[src/rtl/sbm_pkg.sv]
package sbm_pkg;

  localparam int MaxReaders = 8;

  typedef enum logic [2:0] {
    EV_FAST      = 3'd0,
    EV_SLOW      = 3'd1,
    EV_WR_STALL  = 3'd2,
    EV_WR_RESUME = 3'd3,
    EV_RD_STALL  = 3'd4,
    EV_RD_RESUME = 3'd5
  } evCode_e;

  // pointer-advance strobes from control to datapath
  typedef struct packed {
    logic                  wrAdv;
    logic [MaxReaders-1:0] rdAdv;
  } ptrStrobe_t;

  // event-source slot numbering; a lower slot leaves first
  function automatic int srcWrStall();
    return 0;
  endfunction
  function automatic int srcRdStall(input int r);
    return 1 + r;
  endfunction
  function automatic int srcFast(input int n);
    return n + 1;
  endfunction
  function automatic int srcSlow(input int n);
    return n + 2;
  endfunction
  function automatic int srcWrResume(input int n);
    return n + 3;
  endfunction
  function automatic int srcRdResume(input int n, input int r);
    return n + 4 + r;
  endfunction

endpackage

[src/rtl/sbm_datapath.sv]
module sbm_datapath
  import sbm_pkg::*;
#(
  parameter int NUM_READERS = 3,
  parameter int LVL_W       = 4
) (
  input  logic                                  clk,
  input  logic                                  rstN,
  input  ptrStrobe_t                            ctl,
  output logic [LVL_W-1:0]                      level,
  output logic [NUM_READERS-1:0][LVL_W-1:0]     unread
);

  logic [LVL_W-1:0]                  wrCount;
  logic [NUM_READERS-1:0][LVL_W-1:0] rdPtr;

  always_ff @(posedge clk) begin
    if (!rstN)
      wrCount <= '0;
    else if (ctl.wrAdv)
      wrCount <= wrCount + 1'b1;
  end

  for (genvar i = 0; i < NUM_READERS; i++) begin : g_reader
    always_ff @(posedge clk) begin
      if (!rstN)
        rdPtr[i] <= '0;
      else if (ctl.rdAdv[i])
        rdPtr[i] <= rdPtr[i] + 1'b1;
    end

    assign unread[i] = wrCount - rdPtr[i];

    // a consumer pointer only moves over data it has not yet read
    assert_rd_nonempty_R2: assert property (@(posedge clk) disable iff (!rstN)
      ctl.rdAdv[i] |-> unread[i] != '0);
  end

  if (NUM_READERS < MaxReaders) begin : g_spare
    logic unusedSpare;
    assign unusedSpare = ^ctl.rdAdv[MaxReaders-1:NUM_READERS];
  end

  // slowest consumer sets the level
  always_comb begin
    level = '0;
    for (int i = 0; i < NUM_READERS; i++)
      if (unread[i] > level) level = unread[i];
  end

  // a lone accepted write raises the level by exactly one
  assert_wr_step_R1: assert property (@(posedge clk) disable iff (!rstN)
    ctl.wrAdv && (ctl.rdAdv == '0) |=> level == $past(level) + 1'b1);

endmodule

[src/rtl/sbm_control.sv]
module sbm_control
  import sbm_pkg::*;
#(
  parameter int NUM_READERS = 3,
  parameter int LVL_W       = 4,
  parameter int NSRC        = 2 * NUM_READERS + 4
) (
  input  logic                              clk,
  input  logic                              rstN,
  input  logic [LVL_W-1:0]                  cfgCapacity,
  input  logic [LVL_W-1:0]                  cfgHighThr,
  input  logic [LVL_W-1:0]                  cfgLowThr,
  input  logic                              wrReq,
  input  logic [NUM_READERS-1:0]            rdReq,
  input  logic [LVL_W-1:0]                  level,
  input  logic [NUM_READERS-1:0][LVL_W-1:0] unread,
  output ptrStrobe_t                        ctl,
  output logic                              wrAccept,
  output logic [NUM_READERS-1:0]            rdAccept,
  output logic [NSRC-1:0]                   newEvt
);

  logic roomLeft;
  logic fastNow, slowNow, fastQ, slowQ;
  logic wrStalled, wrStallEvt, wrResumeEvt;
  logic [NUM_READERS-1:0] rdStalled, rdStallEvt, rdResumeEvt;

  assign roomLeft = level < cfgCapacity;
  assign wrAccept = wrReq && roomLeft;

  assign fastNow = level >= cfgHighThr;
  assign slowNow = level <= cfgLowThr;

  always_ff @(posedge clk) begin
    if (!rstN) begin
      fastQ <= 1'b0;
      slowQ <= 1'b1;
    end else begin
      fastQ <= fastNow;
      slowQ <= slowNow;
    end
  end

  assign wrStallEvt  = wrReq && !roomLeft && !wrStalled;
  assign wrResumeEvt = wrStalled && roomLeft;

  always_ff @(posedge clk) begin
    if (!rstN)
      wrStalled <= 1'b0;
    else if (wrStallEvt)
      wrStalled <= 1'b1;
    else if (wrResumeEvt)
      wrStalled <= 1'b0;
  end

  for (genvar i = 0; i < NUM_READERS; i++) begin : g_reader
    logic hasData;
    assign hasData        = unread[i] != '0;
    assign rdAccept[i]    = rdReq[i] && hasData;
    assign rdStallEvt[i]  = rdReq[i] && !hasData && !rdStalled[i];
    assign rdResumeEvt[i] = rdStalled[i] && hasData;

    always_ff @(posedge clk) begin
      if (!rstN)
        rdStalled[i] <= 1'b0;
      else if (rdStallEvt[i])
        rdStalled[i] <= 1'b1;
      else if (rdResumeEvt[i])
        rdStalled[i] <= 1'b0;
    end

    // a consumer stall starts only from a refused request
    assert_rd_stall_cause_R6: assert property (@(posedge clk) disable iff (!rstN)
      $rose(rdStalled[i]) |-> $past(rdReq[i] && !rdAccept[i]));
  end

  always_comb begin
    ctl                           = '0;
    ctl.wrAdv                     = wrAccept;
    ctl.rdAdv[NUM_READERS-1:0]    = rdAccept;
  end

  always_comb begin
    newEvt                                 = '0;
    newEvt[srcWrStall()]                   = wrStallEvt;
    newEvt[srcFast(NUM_READERS)]           = fastNow && !fastQ;
    newEvt[srcSlow(NUM_READERS)]           = slowNow && !slowQ;
    newEvt[srcWrResume(NUM_READERS)]       = wrResumeEvt;
    for (int r = 0; r < NUM_READERS; r++) begin
      newEvt[srcRdStall(r)]                = rdStallEvt[r];
      newEvt[srcRdResume(NUM_READERS, r)]  = rdResumeEvt[r];
    end
  end

  // a producer stall starts only from a refused request
  assert_wr_stall_cause_R5: assert property (@(posedge clk) disable iff (!rstN)
    $rose(wrStalled) |-> $past(wrReq && !wrAccept));

endmodule

[src/rtl/sbm_evqueue.sv]
module sbm_evqueue
  import sbm_pkg::*;
#(
  parameter int NUM_READERS = 3,
  parameter int TASK_W      = 4,
  parameter int DEPTH       = 4,
  parameter int NSRC        = 2 * NUM_READERS + 4
) (
  input  logic                               clk,
  input  logic                               rstN,
  input  logic [NSRC-1:0]                    newEvt,
  input  logic [TASK_W-1:0]                  writerId,
  input  logic [NUM_READERS-1:0][TASK_W-1:0] readerIds,
  input  logic                               evReady,
  output logic                               evValid,
  output logic [2:0]                         evCode,
  output logic [TASK_W-1:0]                  evTask,
  output logic                               overflowErr
);

  localparam int IDX_W = (DEPTH > 1) ? $clog2(DEPTH) : 1;
  localparam int CNT_W = $clog2(DEPTH + 1);

  logic [NSRC-1:0]   pend, grant;
  logic              full, push, pop, collide;
  logic [2:0]        pushCode;
  logic [TASK_W-1:0] pushTask;

  logic [2:0]        codeMem [DEPTH];
  logic [TASK_W-1:0] taskMem [DEPTH];
  logic [IDX_W-1:0]  wrIdx, rdIdx;
  logic [CNT_W-1:0]  count;

  assign full = count == CNT_W'(DEPTH);

  // lowest pending slot wins
  always_comb begin
    grant = '0;
    if (!full) begin
      for (int s = NSRC - 1; s >= 0; s--)
        if (pend[s]) grant = NSRC'(1) << s;
    end
  end

  always_comb begin
    pushCode = EV_FAST;
    pushTask = writerId;
    if (grant[srcWrStall()])              pushCode = EV_WR_STALL;
    if (grant[srcFast(NUM_READERS)])      pushCode = EV_FAST;
    if (grant[srcSlow(NUM_READERS)])      pushCode = EV_SLOW;
    if (grant[srcWrResume(NUM_READERS)])  pushCode = EV_WR_RESUME;
    for (int r = 0; r < NUM_READERS; r++) begin
      if (grant[srcRdStall(r)]) begin
        pushCode = EV_RD_STALL;
        pushTask = readerIds[r];
      end
      if (grant[srcRdResume(NUM_READERS, r)]) begin
        pushCode = EV_RD_RESUME;
        pushTask = readerIds[r];
      end
    end
  end

  assign push    = |grant;
  assign pop     = evValid && evReady;
  assign collide = |(newEvt & pend & ~grant);

  always_ff @(posedge clk) begin
    if (!rstN) begin
      pend        <= '0;
      overflowErr <= 1'b0;
    end else begin
      pend        <= (pend & ~grant) | newEvt;
      overflowErr <= overflowErr | collide;
    end
  end

  always_ff @(posedge clk) begin
    if (push) begin
      codeMem[wrIdx] <= pushCode;
      taskMem[wrIdx] <= pushTask;
    end
  end

  always_ff @(posedge clk) begin
    if (!rstN) begin
      wrIdx <= '0;
      rdIdx <= '0;
      count <= '0;
    end else begin
      if (push)
        wrIdx <= (wrIdx == IDX_W'(DEPTH - 1)) ? '0 : wrIdx + 1'b1;
      if (pop)
        rdIdx <= (rdIdx == IDX_W'(DEPTH - 1)) ? '0 : rdIdx + 1'b1;
      if (push && !pop)
        count <= count + 1'b1;
      else if (pop && !push)
        count <= count - 1'b1;
    end
  end

  assign evValid = count != '0;
  assign evCode  = codeMem[rdIdx];
  assign evTask  = taskMem[rdIdx];

  // a stalled event is held unchanged
  assert_hold_R8: assert property (@(posedge clk) disable iff (!rstN)
    evValid && !evReady |=> evValid && $stable(evCode) && $stable(evTask));

  // the loss flag never clears outside reset
  assert_err_sticky_R9: assert property (@(posedge clk) disable iff (!rstN)
    overflowErr |=> overflowErr);

endmodule

[src/rtl/stream_buffer_monitor.sv]
module stream_buffer_monitor
  import sbm_pkg::*;
#(
  parameter  int NUM_READERS = 3,
  parameter  int MAX_CAP     = 15,
  parameter  int TASK_W      = 4,
  parameter  int QUEUE_DEPTH = 4,
  localparam int LVL_W       = $clog2(MAX_CAP + 1)
) (
  input  logic                          clk,
  input  logic                          rstN,
  input  logic [LVL_W-1:0]              cfgCapacity,
  input  logic [LVL_W-1:0]              cfgHighThr,
  input  logic [LVL_W-1:0]              cfgLowThr,
  input  logic [TASK_W-1:0]             writerId,
  input  logic [NUM_READERS*TASK_W-1:0] readerIds,
  input  logic                          wrReq,
  output logic                          wrAccept,
  input  logic [NUM_READERS-1:0]        rdReq,
  output logic [NUM_READERS-1:0]        rdAccept,
  output logic [LVL_W-1:0]              level,
  output logic                          evValid,
  input  logic                          evReady,
  output logic [2:0]                    evCode,
  output logic [TASK_W-1:0]             evTask,
  output logic                          overflowErr
);

  localparam int NSRC = 2 * NUM_READERS + 4;

  ptrStrobe_t                        ctl;
  logic [NUM_READERS-1:0][LVL_W-1:0] unread;
  logic [NSRC-1:0]                   newEvt;
  logic [NUM_READERS-1:0][TASK_W-1:0] readerIdArr;

  assign readerIdArr = readerIds;

  sbm_datapath #(
    .NUM_READERS(NUM_READERS),
    .LVL_W      (LVL_W)
  ) uDatapath (
    .clk   (clk),
    .rstN  (rstN),
    .ctl   (ctl),
    .level (level),
    .unread(unread)
  );

  sbm_control #(
    .NUM_READERS(NUM_READERS),
    .LVL_W      (LVL_W),
    .NSRC       (NSRC)
  ) uControl (
    .clk        (clk),
    .rstN       (rstN),
    .cfgCapacity(cfgCapacity),
    .cfgHighThr (cfgHighThr),
    .cfgLowThr  (cfgLowThr),
    .wrReq      (wrReq),
    .rdReq      (rdReq),
    .level      (level),
    .unread     (unread),
    .ctl        (ctl),
    .wrAccept   (wrAccept),
    .rdAccept   (rdAccept),
    .newEvt     (newEvt)
  );

  sbm_evqueue #(
    .NUM_READERS(NUM_READERS),
    .TASK_W     (TASK_W),
    .DEPTH      (QUEUE_DEPTH),
    .NSRC       (NSRC)
  ) uQueue (
    .clk        (clk),
    .rstN       (rstN),
    .newEvt     (newEvt),
    .writerId   (writerId),
    .readerIds  (readerIdArr),
    .evReady    (evReady),
    .evValid    (evValid),
    .evCode     (evCode),
    .evTask     (evTask),
    .overflowErr(overflowErr)
  );

endmodule

[config.mk]
export PLATFORM = sky130hd
export DESIGN_NAME = stream_buffer_monitor
export DESIGN_NICKNAME = d
export VERILOG_FILES = /design/src/rtl/sbm_pkg.sv /design/src/rtl/sbm_datapath.sv /design/src/rtl/sbm_control.sv /design/src/rtl/sbm_evqueue.sv /design/src/rtl/stream_buffer_monitor.sv
export SDC_FILE = /design/constraint.sdc
export NUM_CORES = 1
export LEC_CHECK = 0
export ABC_CLOCK_PERIOD_IN_PS = 11600
export BUFFER_PORTS_ARGS = -buffer_cell sky130_fd_sc_hd__buf_2
export CAP_MARGIN = 20
export CORE_UTILIZATION = 49
export CTS_BUF_LIST = sky130_fd_sc_hd__clkbuf_2
export DETAILED_ROUTE_END_ITERATION = 10
export HOLD_SLACK_MARGIN = 0.08
export PLACE_DENSITY = 0.79
export SYNTH_ARGS = -nofsm -noshare
export SYNTH_HDL_FRONTEND = slang
export SYNTH_SLANG_ARGS = --single-unit
[constraint.sdc]
create_clock -name clk -period 11.6 [get_ports clk]
set_input_delay 1.16 -clock clk [delete_from_list [all_inputs] [get_ports clk]]
set_output_delay 1.16 -clock clk [all_outputs]
set_load 0.02 [all_outputs]
-- Yosys cells after proc, flatten, opt, wreduce, memory -nomap -nowiden
Memory sizes are Yosys's and may differ from the RTL's. A register that Yosys moved wholly into a read port is not among the register bits.
Index checks and enable logic that the tools add are counted.
- register bits: 40
- bits in writable memories: 28
- input bits: 35
- output and inout bits: 17
- word-level logic and storage cells: 135
- memories: 2
- $add $sub $neg: 11
- $lt $le $gt $ge: 6
- equal/unequal tests: 3
- muxes and demuxes: 48
- bitwise logic cells: 6
- reduce and logical (&&, ||, !) cells: 44
- memories (memory ; depth ; width ; read ports ; clocked after memory_dff ; write ports ; line ; text):
    uQueue.taskMem ; 4 ; 4 ; 1 ; 1 ; 1 ; sbm_evqueue.sv:30 ; logic [TASK_W-1:0] taskMem [DEPTH];
    uQueue.codeMem ; 4 ; 3 ; 1 ; 1 ; 1 ; sbm_evqueue.sv:29 ; logic [2:0] codeMem [DEPTH];
- operators by type and width (kind ; number):
    10-bit 2-to-1 mux ; 11
    4-bit 2-to-1 mux ; 9
    10-bit AND ; 3
    3-bit 2-to-1 mux ; 8
    1-bit logical AND ; 21
    2-bit 2-to-1 mux ; 10
    10-bit OR reduction ; 2
    4-bit by 1-bit adder with 4-bit output, second input constant ; 4
    1-bit logical NOT ; 12
    4-bit nonzero test ; 3
    4-bit subtractor ; 3
    1-bit 2-to-1 mux ; 10
    10-bit NOT ; 1
    10-bit bitwise OR ; 1
    2-bit nonzero test ; 5
    4-bit > comparator ; 2
    2-bit by 1-bit adder with 2-bit output, second input constant ; 2
    2-bit == test, second input constant ; 2
    4-bit greater-or-equal comparator ; 1
    4-bit by 1-bit > comparator with 1-bit output, second input constant ; 1
    4-bit <= comparator ; 1
    4-bit < comparator ; 1
    3-bit by 1-bit adder with 3-bit output, second input constant ; 1
    3-bit == test, second input constant ; 1
    other kinds (3) ; 3

-- Depth between registers and ports, before layout
Gate-level depths: netlist of run 1.
- word-level depth: 21
- mapped depth: 25
- gate-level depth less buffers: 25

-- By module
From an unflattened synthesis of run 1, not the netlist that was laid out.
- cell total of the unflattened synthesis: 394
- area total of the unflattened synthesis: 4209.0 um^2
- modules (own cells, without submodules) (module ; instances ; cells an instance ; area an instance (um^2) ; seq. area each (um^2)):
    sbm_evqueue ; 1 ; 178 ; 2180.8 ; 1241.2
    sbm_datapath ; 1 ; 137 ; 1330.0 ; 320.3
    sbm_control ; 1 ; 79 ; 698.2 ; 120.1

-- Worst setup path after synthesis of run 1
Ideal clock, no wire load.
- path type: register to output
- start point: register uDatapath.rdPtr[6] in the netlist's numbering
- end point: output port wrAccept
- data arrival time: 5.109 ns
- data required time: 10.440 ns
- path slack: 5.331 ns
- cell stages (with the launch flop): 21
- buffers on the path: 1
- cells stage by stage: dfxtp_1 > inv_1 > ha_1 > a21o_1 > a31oi_1 > xnor2_1 > inv_1 > ha_1 > o21ai_0 > a21oi_1 > o21ai_0 > mux2_2 > ha_1 > nand4_1 > o21ai_0 > a21oi_1 > mux2i_1 > ha_1 > a21o_1 > clkbuf_1 > nor3_1
- longest elaborated chain between the ends: 7
- ends and longest elaborated chain (item ; line ; text):
    from (decl) ; sbm_datapath.sv:15 ; logic [NUM_READERS-1:0][LVL_W-1:0] rdPtr;
    from (signal, indexed assignment) ; sbm_datapath.sv:29 ; rdPtr[i] <= rdPtr[i] + 1'b1;
    4-bit subtractor * ; sbm_datapath.sv:32 ; assign unread[i] = wrCount - rdPtr[i];
    4-bit > comparator ; sbm_datapath.sv:48 ; if (unread[i] > level) level = unread[i];
    4-bit 2-to-1 mux * ; sbm_datapath.sv:48 ;
    4-bit > comparator ; sbm_datapath.sv:48 ;
    4-bit 2-to-1 mux * ; sbm_datapath.sv:48 ;
    via level[3] ; stream_buffer_monitor.sv:21 ; output logic [LVL_W-1:0] level,
    4-bit < comparator * ; sbm_control.sv:28 ; assign roomLeft = level < cfgCapacity;
    1-bit logical AND * ; sbm_control.sv:29 ; assign wrAccept = wrReq && roomLeft;
    to (decl) ; stream_buffer_monitor.sv:18 ; output logic wrAccept,
Mark *: on every way through the listed nets, which the timed path passes. The rest lies on a longest branch.

-- Worst setup path in the final report of run 1
- start point: register uDatapath.wrCount[1]
- end point: output port wrAccept
- longest elaborated chain between the ends: 9
- elaborated cells on any way between the ends: 11
- those cells by class: add/sub: 3; order compare: 4; mux: 3; reduce/logical: 1
- ends and longest elaborated chain (item ; line ; text):
    from (decl) ; sbm_datapath.sv:14 ; logic [LVL_W-1:0] wrCount;
    from (signal assigned) ; sbm_datapath.sv:21 ; wrCount <= wrCount + 1'b1;
    4-bit subtractor ; sbm_datapath.sv:32 ;
    4-bit by 1-bit > comparator with 1-bit output ; sbm_datapath.sv:48 ;
    4-bit 2-to-1 mux ; sbm_datapath.sv:48 ;
    4-bit > comparator ; sbm_datapath.sv:48 ;
    4-bit 2-to-1 mux ; sbm_datapath.sv:48 ;
    4-bit > comparator ; sbm_datapath.sv:48 ;
    4-bit 2-to-1 mux * ; sbm_datapath.sv:48 ;
    4-bit < comparator * ; sbm_control.sv:28 ;
    1-bit logical AND * ; sbm_control.sv:29 ;
Every way passes the cells marked *; elsewhere a longest branch is shown, timed or not.

==> results of run 1 <==
## sequential cells by signal, summed over array words and instances, names as in the netlist, named ones only
name	flops
uControl.slowQ	1
uQueue.overflowErr	1
uQueue.rdIdx	2
uQueue.taskMem	16
uControl.fastQ	1
uQueue.codeMem	12
uControl.wrStalled	1
uQueue.wrIdx	2
uDatapath.rdPtr	12
uDatapath.wrCount	4
uControl.rdStalled	3
uQueue.pend	10
uQueue.count	3
## worst max-delay path, stage by stage (launching register included)
cell	delay, ns
dfxtp_1	0.64
ha_1	0.23
a21o_1	0.11
a31oi_1	0.05
xnor2_1	0.42
inv_1	0.09
ha_1	0.30
o21ai_0	0.08
a21oi_1	0.09
o21ai_0	0.44
mux2_2	0.43
ha_1	0.30
nand4_1	0.10
o21ai_0	0.13
a21oi_1	0.42
mux2i_1	0.45
ha_1	0.25
o211ai_1	0.11
a31oi_2	0.45
nor3_1	0.08
buf_2	0.18
## placed cells by master, fill, tap and decap left out, drive strengths merged, types with 4 or more instances in the layout
master	Yosys	final
a21o	5	5
a21oi	30	30
and2	7	7
buf	3	51
clkbuf	7	9
dfxtp	42	42
edfxtp	28	28
fa	4	4
ha	36	36
inv	39	40
mux2	5	5
mux2i	15	15
mux4	7	7
nand2	20	20
nand3	12	12
nand4	5	5
nor2	37	37
nor3	7	7
o21ai	16	16
o31ai	4	4
or3	4	4
or3b	4	4
xnor2	9	9
xor2	9	9
## stage by stage
stage	area [um2]	worst slack [ns]
floorplan	4071	5.331
global placement	4408	5.556
detailed placement	4408	5.245
CTS	4573	4.626
global route	4573	4.210
finish	4573	4.601
## metal layers
metal  share of wire (%)  wire length (um)  vias up
met5                   0                 0        -
met1                  46              3852     1533
met4                 1.9               161        0
li1                    -                 -     1555
met2                  48              4060       80
met3                 3.9               329       14
## synth_stat cells (2+ instances only)
cell type  instances  area (um2)
nand3b_1           3       22.52
and2_1             7       43.79
a31oi_1            2       12.51
nand2_1           20       75.07
nand4_1            5       31.28
mux2_2             5       56.30
o21a_1             2       15.01
nor3_1             6       30.03
o31ai_1            4       30.03
nor3b_1            2       15.01
nand2b_1           3       18.77
inv_1             39       146.4
and3_1             3       18.77
a21oi_1           30       150.1
mux2i_1           15       150.1
fa_1               4       80.08
o311ai_1           2       17.52
or3b_2             3       26.28
or3_1              4       25.02
nor2_1            37       138.9
a211o_1            3       26.28
clkbuf_1           7       26.28
o211ai_1           3       22.52
mux4_2             7       157.7
edfxtp_1          28       840.8
xor2_1             9       78.83
nand3_1           12       60.06
a22oi_1            2       15.01
nor4_1             2       12.51
xnor2_1            9       78.83
ha_1              36       450.4
a21o_1             5       37.54
dfxtp_1           42       840.8
o21ai_0           16       80.08
nor2b_1            3       18.77
## cells by family after synthesis
kind of cell	count (synthesis)
flip-flops	70
AND/OR/NAND/NOR	120
AO/OA/AOI/OAI	78
multiplexers	27
XOR/XNOR	18
adder cells (fa/ha/maj)	40
buffers and inverters	49
## worst paths after layout
path                                            from            endpoint  slack, ns  depth (start not counted)
worst max-delay path            uDatapath.wrCount[1]            wrAccept       4.60                         20
worst min-delay path              uDatapath.rdPtr[9]  uDatapath.rdPtr[9]       0.51                          2
worst max register to register  uDatapath.wrCount[1]  uQueue.overflowErr       5.53                         23
worst min register to register    uDatapath.rdPtr[9]  uDatapath.rdPtr[9]       0.51                          2
## final cells by class
cell class                      count  area (um2)
Multi-Input combinational cell    283        2197
Inverter                           39       146.4
Tap cell                          102       127.6
Fill cell                         650        3314
Sequential cell                    70        1682
Clock inverter                      7       120.1
Timing Repair Buffer               51       255.2
Clock buffer                        9       45.04
==> metrics.txt, run 1 <==
met1 usage=26.84%; Placed Cells=545; setup violators final=0; drt total wl=8403 um; RSZ-0062 raised after global routing=no; final hold slack=0.5100 ns; final core occ=57.98%; CTS hold repair buffers=0; Netlist cell types=57; max-slew violations=0; Core Box Area=7888 um2; crit path DAT=5.84 ns; initial antenna violation count=0; maximum number of pins on one net before global-route repair=32; die area=8678 um2; vias in the first global route=3046; Synth Register Bits=70; syn nets=477; syn_area_per_cell=10.13 um2; gp weighted congestion=0.8038; Antenna Nets Post-Route=0; P&R area growth vs syn=12.32%; minimum clock period=6.999 ns; GR Util met3=3.252%; Chip Height=93.16 um; GRT busiest layer=met2; status=finished clean; Overflow after GRT=0; measured slew at the worst slew-check pin=0.9813 ns; mux cell area share after synthesis=8.943%; diode count=0; Worst Path Required=10.44 ns; IO Pins=52; Initial Utilization=51.62%; number of synthesized flops with an enable pin=28; critical path capture point type=primary output; postcts setup bufs=0; period utilisation layout=60.34%; Fin. Hold Viols=0; most frequently used flop master after synthesis=dfxtp_1; Synth Area in Simple Gates=15.73%; first-pass GRT wire length=13880 um; post-CTS sizing=0; Hold Crit Class=flop to flop; total number of vias=3182; final net count=529; Cells after Synth=402; Die Wd=93.16 um; routed len/inst=14.98 um; Worst-Skew Late Latency=0.48 ns; max-cap viol count=0; area share of fa/ha/maj cells after synthesis=13.03%; register area share after synthesis=41.30%; WS Path Type=flop to primary output; CTS tree=built; Syn. warnings=0; clk buf depth=2; Tot GR Track Use=20.64%; met2 Use GR=33.95%; Clock Sinks=70; FP Rows=32; layout cells sized above 1=19.39%; CTS Root Cell=clkbuf_2; ys async rst share=0%; CP Max Fanout=11; Synth Area in XOR/XNOR=3.872%; DRC Markers=0; largest family of logic cells by synthesized area=simple AND/OR/NAND/NOR gates; DRT Pass-1 Iters=5; Initial DRC Count=177; Via density=5.672; Slew HR=34.51%; post-route insts no fill=561; number of port buffers=51; setup TNS=0 ns; Post-Syn Area=4071 um2; fmax=0.1429 GHz; HPWL Detailed=6296 um; Clock Skews=0.01739 ns; H-Tree Depth=3; clock slew at reported path FFs=0.20 ns; Num CTS Buffers=9; Synth Area in Compound Gates=12.38%; CP Launch Type=flop
Power of run 1 is left out: the tool's default activity adds up to more than one toggle a clock period on the data nets, which glitch-free logic cannot reach.
==> run 2, diff against run 1 <==
ABC_CLOCK_PERIOD_IN_PS = 6560   (was 11600)
clock period = 6.56 ns   (was 11.6 ns; I/O delays follow)
==> run 2 against run 1 <==
Against the previous run: routed wire length down 0.77%; cell area decreased by 1.5%; non-clock buffer count unchanged; utilization fell by 0.87 points; critical endpoint unchanged; highest routed layer unchanged.
==> metrics.txt, run 2 (synthesized netlist as in run 1, its figures left out) <==
HPWL Detailed=6394 um (+1.6%); Worst path slowest cell=dfxtp_1; RSZ-0062 raised after global routing=no; Worst Path Required=5.90 ns (-4.54 ns); final instance area=4504 um2 (-1.5%); CTS tree=built; Reg with most FFs=uQueue.taskMem; routed len/inst=14.89 um (-0.60%); die area=8678 um2 (unchanged); IO Pins=52 (unchanged); Core Box Area=7888 um2 (unchanged); WS Path Type=flop to primary output; CP Max Fanout=11 (unchanged); R2R Setup Slk=0.98 ns (-4.55 ns); Tot GR Track Use=20.62% (-0.022 points); vias in the first global route=3067 (+0.69%); max-slew violations=0 (unchanged); DRC Markers=0 (unchanged); Initial Utilization=51.62% (unchanged); Clock Sinks=70 (unchanged); Overflow after GRT=0 (unchanged); most common cell after layout, fill and taps aside=buf_2; Slew HR=31.63% (-2.9 points); CP Launch Type=flop; setup TNS=0 ns (unchanged); diode count=0 (unchanged); Worst path max stage delay=0.42 ns (-0.22 ns); status=finished clean; crit path DAT=5.44 ns (-0.40 ns); final net count=529 (unchanged); setup violators final=0 (unchanged); fmax=0.1641 GHz; Hold Crit Class=input port to flop; Via density=5.486 (-3.3%); FP Rows=32 (unchanged); P&R area growth vs syn=10.63%; minimum clock period=6.092 ns; first-pass GRT wire length=13740 um (-0.99%); Largest regs=uQueue.taskMem (16), uDatapath.rdPtr (12), uQueue.codeMem (12); DRT Pass-1 Iters=4 (-1); max FFs per register=16 (unchanged); measured slew at the worst slew-check pin=1.024 ns (+0.04304 ns); maximum number of pins on one net before global-route repair=32 (unchanged); clock slew at reported path FFs=0.20 ns (about the same); CTS Root Cell=clkbuf_2; Clock Skews=0.02226 ns (+0.004873 ns); H-Tree Depth=3 (unchanged); critical path capture point type=primary output; Final WS setup=0.4675 ns (-4.133 ns); clk buf depth=2 (unchanged); Fin. Hold Viols=0 (unchanged); Initial DRC Count=138 (-22%); Die Wd=93.16 um (unchanged); layout cells sized above 1=20.31% (+0.92 points); worst slack at placement=0.6857 ns (-4.559 ns); Num CTS Buffers=9 (unchanged); max-cap viol count=0 (unchanged); Layout fillers=668 (+2.8%); total number of vias=3072 (-3.5%); dpl cell area=4408 um2 (unchanged); gp weighted congestion=0.8624 (+7.3%); Antenna Nets Post-Route=0 (unchanged); final core occ=57.11% (-0.87 points); period utilisation layout=92.87%; number of port buffers=51 (unchanged); Chip Height=93.16 um (unchanged); postcts setup bufs=0 (unchanged); Worst-Skew Late Latency=0.52 ns (+0.04 ns); initial antenna violation count=0 (unchanged); Critical Path Most Common Cell=ha_1; drt total wl=8338 um (-0.77%); most frequent cells in the layout=buf_2 (51), dfxtp_1 (41), inv_1 (39); CP Cell Sequence=inv_1 -> ha_1 -> a21o_1 -> a31oi_1 -> xnor2_1 -> inv_1 -> ha_1 -> o21ai_0 -> a21oi_1 -> o21ai_1 -> o21ai_0 -> ha_1 -> nand4_1 -> o21ai_0 -> a21oi_2 -> mux2i_2 -> ha_1 -> o211ai_1 -> a31oi_2 -> nor3_1 -> buf_2
## run 2: cell types whose count changed in the layout (fill, tap and decap cells not counted)
| cell | delta |
|---|---|
| a21oi_2 | +1 |
| clkinv_1 | -1 |
| o21ai_1 | +1 |
| a21oi_1 | -1 |
| clkinv_2 | +3 |
| clkinv_4 | -2 |
| dfxtp_1 | -1 |
| bufinv_16 | -3 |
| o21ai_0 | -1 |
| mux2i_2 | +2 |
| dfxtp_2 | +1 |
| mux2i_1 | -2 |
| clkinvlp_4 | +2 |
## run 2: through the flow
| step | hold slack (ns) | instances |
|---|---|---|
| floorplan | 0.4541 | 402 |
| global placement | 0.4740 | 545 |
| detailed placement | 0.4801 | 545 |
| CTS | 0.3888 | 560 |
| global route | 0.3849 | 560 |
| finish | 0.4259 | 560 |
## run 2: timing repair
item | in CTS | in global routing
gates resized for setup | 0 | 5
endpoints found under the hold margin | 0 | 0
endpoints found under the setup margin | 0 | 1
hold buffers | 0 | 0
## run 2: final timing paths
path | startpoint | end | cells past startpoint
max | uDatapath.rdPtr[6] | wrAccept | 21
min | wrReq | uDatapath.wrCount[1] | 3
max reg2reg | uDatapath.rdPtr[6] | uQueue.overflowErr | 24
min reg2reg | uControl.rdStalled[1] | uQueue.pend[8] | 2
## run 2: critical path, delay by kind of cell (launching register included)
family / cells / cell delay [ns]
compound gates: 10 / 2.16
xor+xnor: 1 / 0.26
fa+ha+maj: 4 / 1.18
buf+inv: 3 / 0.32
flops: 1 / 0.42
mux: 1 / 0.41
simple gates: 2 / 0.17
## run 2: final cells by class
class                      instances  area (um2)  area share [%]
sequential                        70        1683           37.36
tap                              102       127.6           2.833
timing repair buffer              51       255.2           5.667
clock buffer                       9       45.04           1.000
clock inverter                     6       38.79          0.8611
inverter                          39       146.4           3.250
multi-input combinational        283        2208           49.03
## run 2: per-layer routing
metal | track usage, % | vias to the layer above | part of all wire [%] | wire length (um)
li1 | - | 1551 | - | -
met1 | 25.72 | 1435 | 46 | 3804
met2 | 32.60 | 68 | 46 | 3850
met3 | 5.122 | 18 | 5.3 | 445
met4 | 11.54 | 0 | 2.8 | 237
met5 | 0 | - | 0 | 0
Power of run 2 is left out for the same reason.
==> run 3, diff against run 2 <==
RECOVER_POWER = 25   (was not set)
==> run 3 against run 2 <==
Against the previous run: non-clock buffer count unchanged; die area is the same; utilization shrank 0.22 points; sequential share of layout area up 0.15 points; via count increased by 0.78%; flip-flop and latch count stayed put; worst setup slack lost 0.035 ns; global-route usage is the same; clock-buffer cell count unchanged; critical path type unchanged; largest cell class unchanged; highest routed layer unchanged.
==> metrics.txt, run 3 (synthesized netlist as in run 1, its figures left out) <==
Fin. Hold Viols=0 (unchanged); Slew HR=31.53% (-0.10 points); first-pass GRT wire length=13740 um (unchanged); critical path capture point type=primary output; Largest regs=uQueue.taskMem (16), uDatapath.rdPtr (12), uQueue.codeMem (12); maximum number of pins on one net before global-route repair=32 (unchanged); period utilisation layout=93.41% (+0.54 points); Initial Utilization=51.62% (unchanged); vias in the first global route=3067 (unchanged); Hold Path Depth=3 (unchanged); crit path DAT=5.47 ns (+0.03 ns); die area=8678 um2 (unchanged); number of port buffers=51 (unchanged); measured slew at the worst slew-check pin=1.026 ns (+0.001524 ns); max FFs per register=16 (unchanged); layout cells sized above 1=19.65% (-0.66 points); worst r2r src=uDatapath.rdPtr[6]; setup violators final=0 (unchanged); Core Box Area=7888 um2 (unchanged); Hold Crit Start=wrReq; DRC Markers=0 (unchanged); Hold Crit Class=input port to flop; most frequent cells in the layout=buf_2 (49), dfxtp_1 (41), inv_1 (39); drt total wl=8363 um (+0.30%); status=finished clean; total number of vias=3096 (+0.78%); Register-to-Register Path Depth=24 (unchanged); fmax=0.1632 GHz (-0.58%); Worst-Skew Late Latency=0.52 ns (about the same); H-Tree Depth=3 (unchanged); GRT busiest layer=met2; HPWL Detailed=6394 um (unchanged); postcts setup bufs=0 (unchanged); routed len/inst=14.93 um (+0.30%); Num CTS Buffers=9 (unchanged); CP Launch Type=flop; R2R Path End=uQueue.overflowErr; most common cell after layout, fill and taps aside=buf_2; CP Cell Sequence=inv_1 -> ha_1 -> a21o_1 -> a31oi_1 -> xnor2_1 -> inv_1 -> ha_1 -> o21ai_0 -> a21oi_1 -> o21ai_1 -> o21ai_0 -> ha_1 -> nand4_1 -> o21ai_0 -> a21oi_2 -> mux2i_1 -> ha_1 -> o211ai_1 -> a31oi_2 -> nor3_1 -> buf_2; RSZ-0062 raised after global routing=no; diode count=0 (unchanged); Antenna Nets Post-Route=0 (unchanged); worst slack at placement=0.6857 ns (unchanged); DRT Pass-1 Iters=4 (unchanged); CTS tree=built; Chip Height=93.16 um (unchanged); CTS Root Cell=clkbuf_2; IO Pins=52 (unchanged); final net count=529 (unchanged); Hold EP=uDatapath.wrCount[1]; CP Max Fanout=11 (unchanged); Worst path max stage delay=0.42 ns (about the same); R2R Setup Slk=0.95 ns (-0.03 ns); Critical Path Most Common Cell=ha_1; final hold slack=0.4267 ns (+0.0008310 ns); Worst Path Required=5.90 ns (about the same); Initial DRC Count=134 (-2.9%); Reg with most FFs=uQueue.taskMem; Clock Sinks=70 (unchanged); initial antenna violation count=0 (unchanged); gp weighted congestion=0.8624 (unchanged); max-slew violations=0 (unchanged); Clock Skews=0.02699 ns (+0.004727 ns); Worst path slowest cell=dfxtp_1; WS Path Type=flop to primary output; minimum clock period=6.128 ns (+0.03539 ns); Overflow after GRT=0 (unchanged); Tot GR Track Use=20.62% (unchanged); GR Util met3=5.122% (unchanged); clock slew at reported path FFs=0.20 ns (about the same); Via density=5.529 (+0.78%); P&R area growth vs syn=10.20%; Die Wd=93.16 um (unchanged); Final WS setup=0.4322 ns (-0.03539 ns); max-cap viol count=0 (unchanged); setup TNS=0 ns (unchanged); met1 usage=25.72% (unchanged); clk buf depth=2 (unchanged); FP Rows=32 (unchanged); met2 Use GR=32.60% (unchanged)
## run 3: cell types whose count changed in the layout (fill, tap and decap cells not counted)
cell	before	now
and2_0	0	3
and2_1	7	4
buf_2	51	49
clkbuf_1	0	2
nor4_1	2	3
nor4_4	1	0
## run 3: how the worst max path moves through the flow
| stage | cells after the start | to | startpoint |
|---|---|---|---|
| final | 21 | wrAccept | uDatapath.rdPtr[6] |
| after global placement | 23 | uQueue.overflowErr | uDatapath.wrCount[1] |
| after detailed placement | 23 | uQueue.overflowErr | uDatapath.wrCount[1] |
| after global routing | 21 | wrAccept | uDatapath.wrCount[0] |
| after CTS | 20 | wrAccept | uDatapath.wrCount[1] |
| after floorplan | 20 | wrAccept | uDatapath.rdPtr[6] |
## run 3: metal layers
metal	part of all wire [%]	up-vias
met2	46	81
li1	-	1551
met4	2.8	0
met1	45	1442
met3	5.8	22
met5	0	-
## run 3: cell type report
type	instances	area, um2
fill	671	3401
clock inverter	6	38.79
clock buffer	9	45.04
timing repair buffer	51	252.7
multi-input combinational	283	2193
tap	102	127.6
inverter	39	146.4
sequential	70	1683
## run 3: worst max-delay path, delay by kind of cell, from the launching register on
kind            cells  cell delay, ns
fa+ha+maj           4            1.19
mux                 1            0.39
compound gates     10            2.19
buf+inv             3            0.33
xor+xnor            1            0.26
flops               1            0.42
simple gates        2            0.18
## run 3: repair_timing
item,4_1_cts,5_1_grt
setup endpoints to repair,0,1
hold buffers,0,0
resized for setup,0,5
## run 3: stage by stage
step | utilization, % | cell area [um2] | instances
final | 56.88 | 4487 | 560
after global routing | 56.88 | 4487 | 560
after CTS | 56.95 | 4492 | 560
after detailed placement | 55.89 | 4408 | 545
after global placement | 55.89 | 4408 | 545
after floorplan | - | 4071 | 402
Power of run 3 is left out for the same reason.
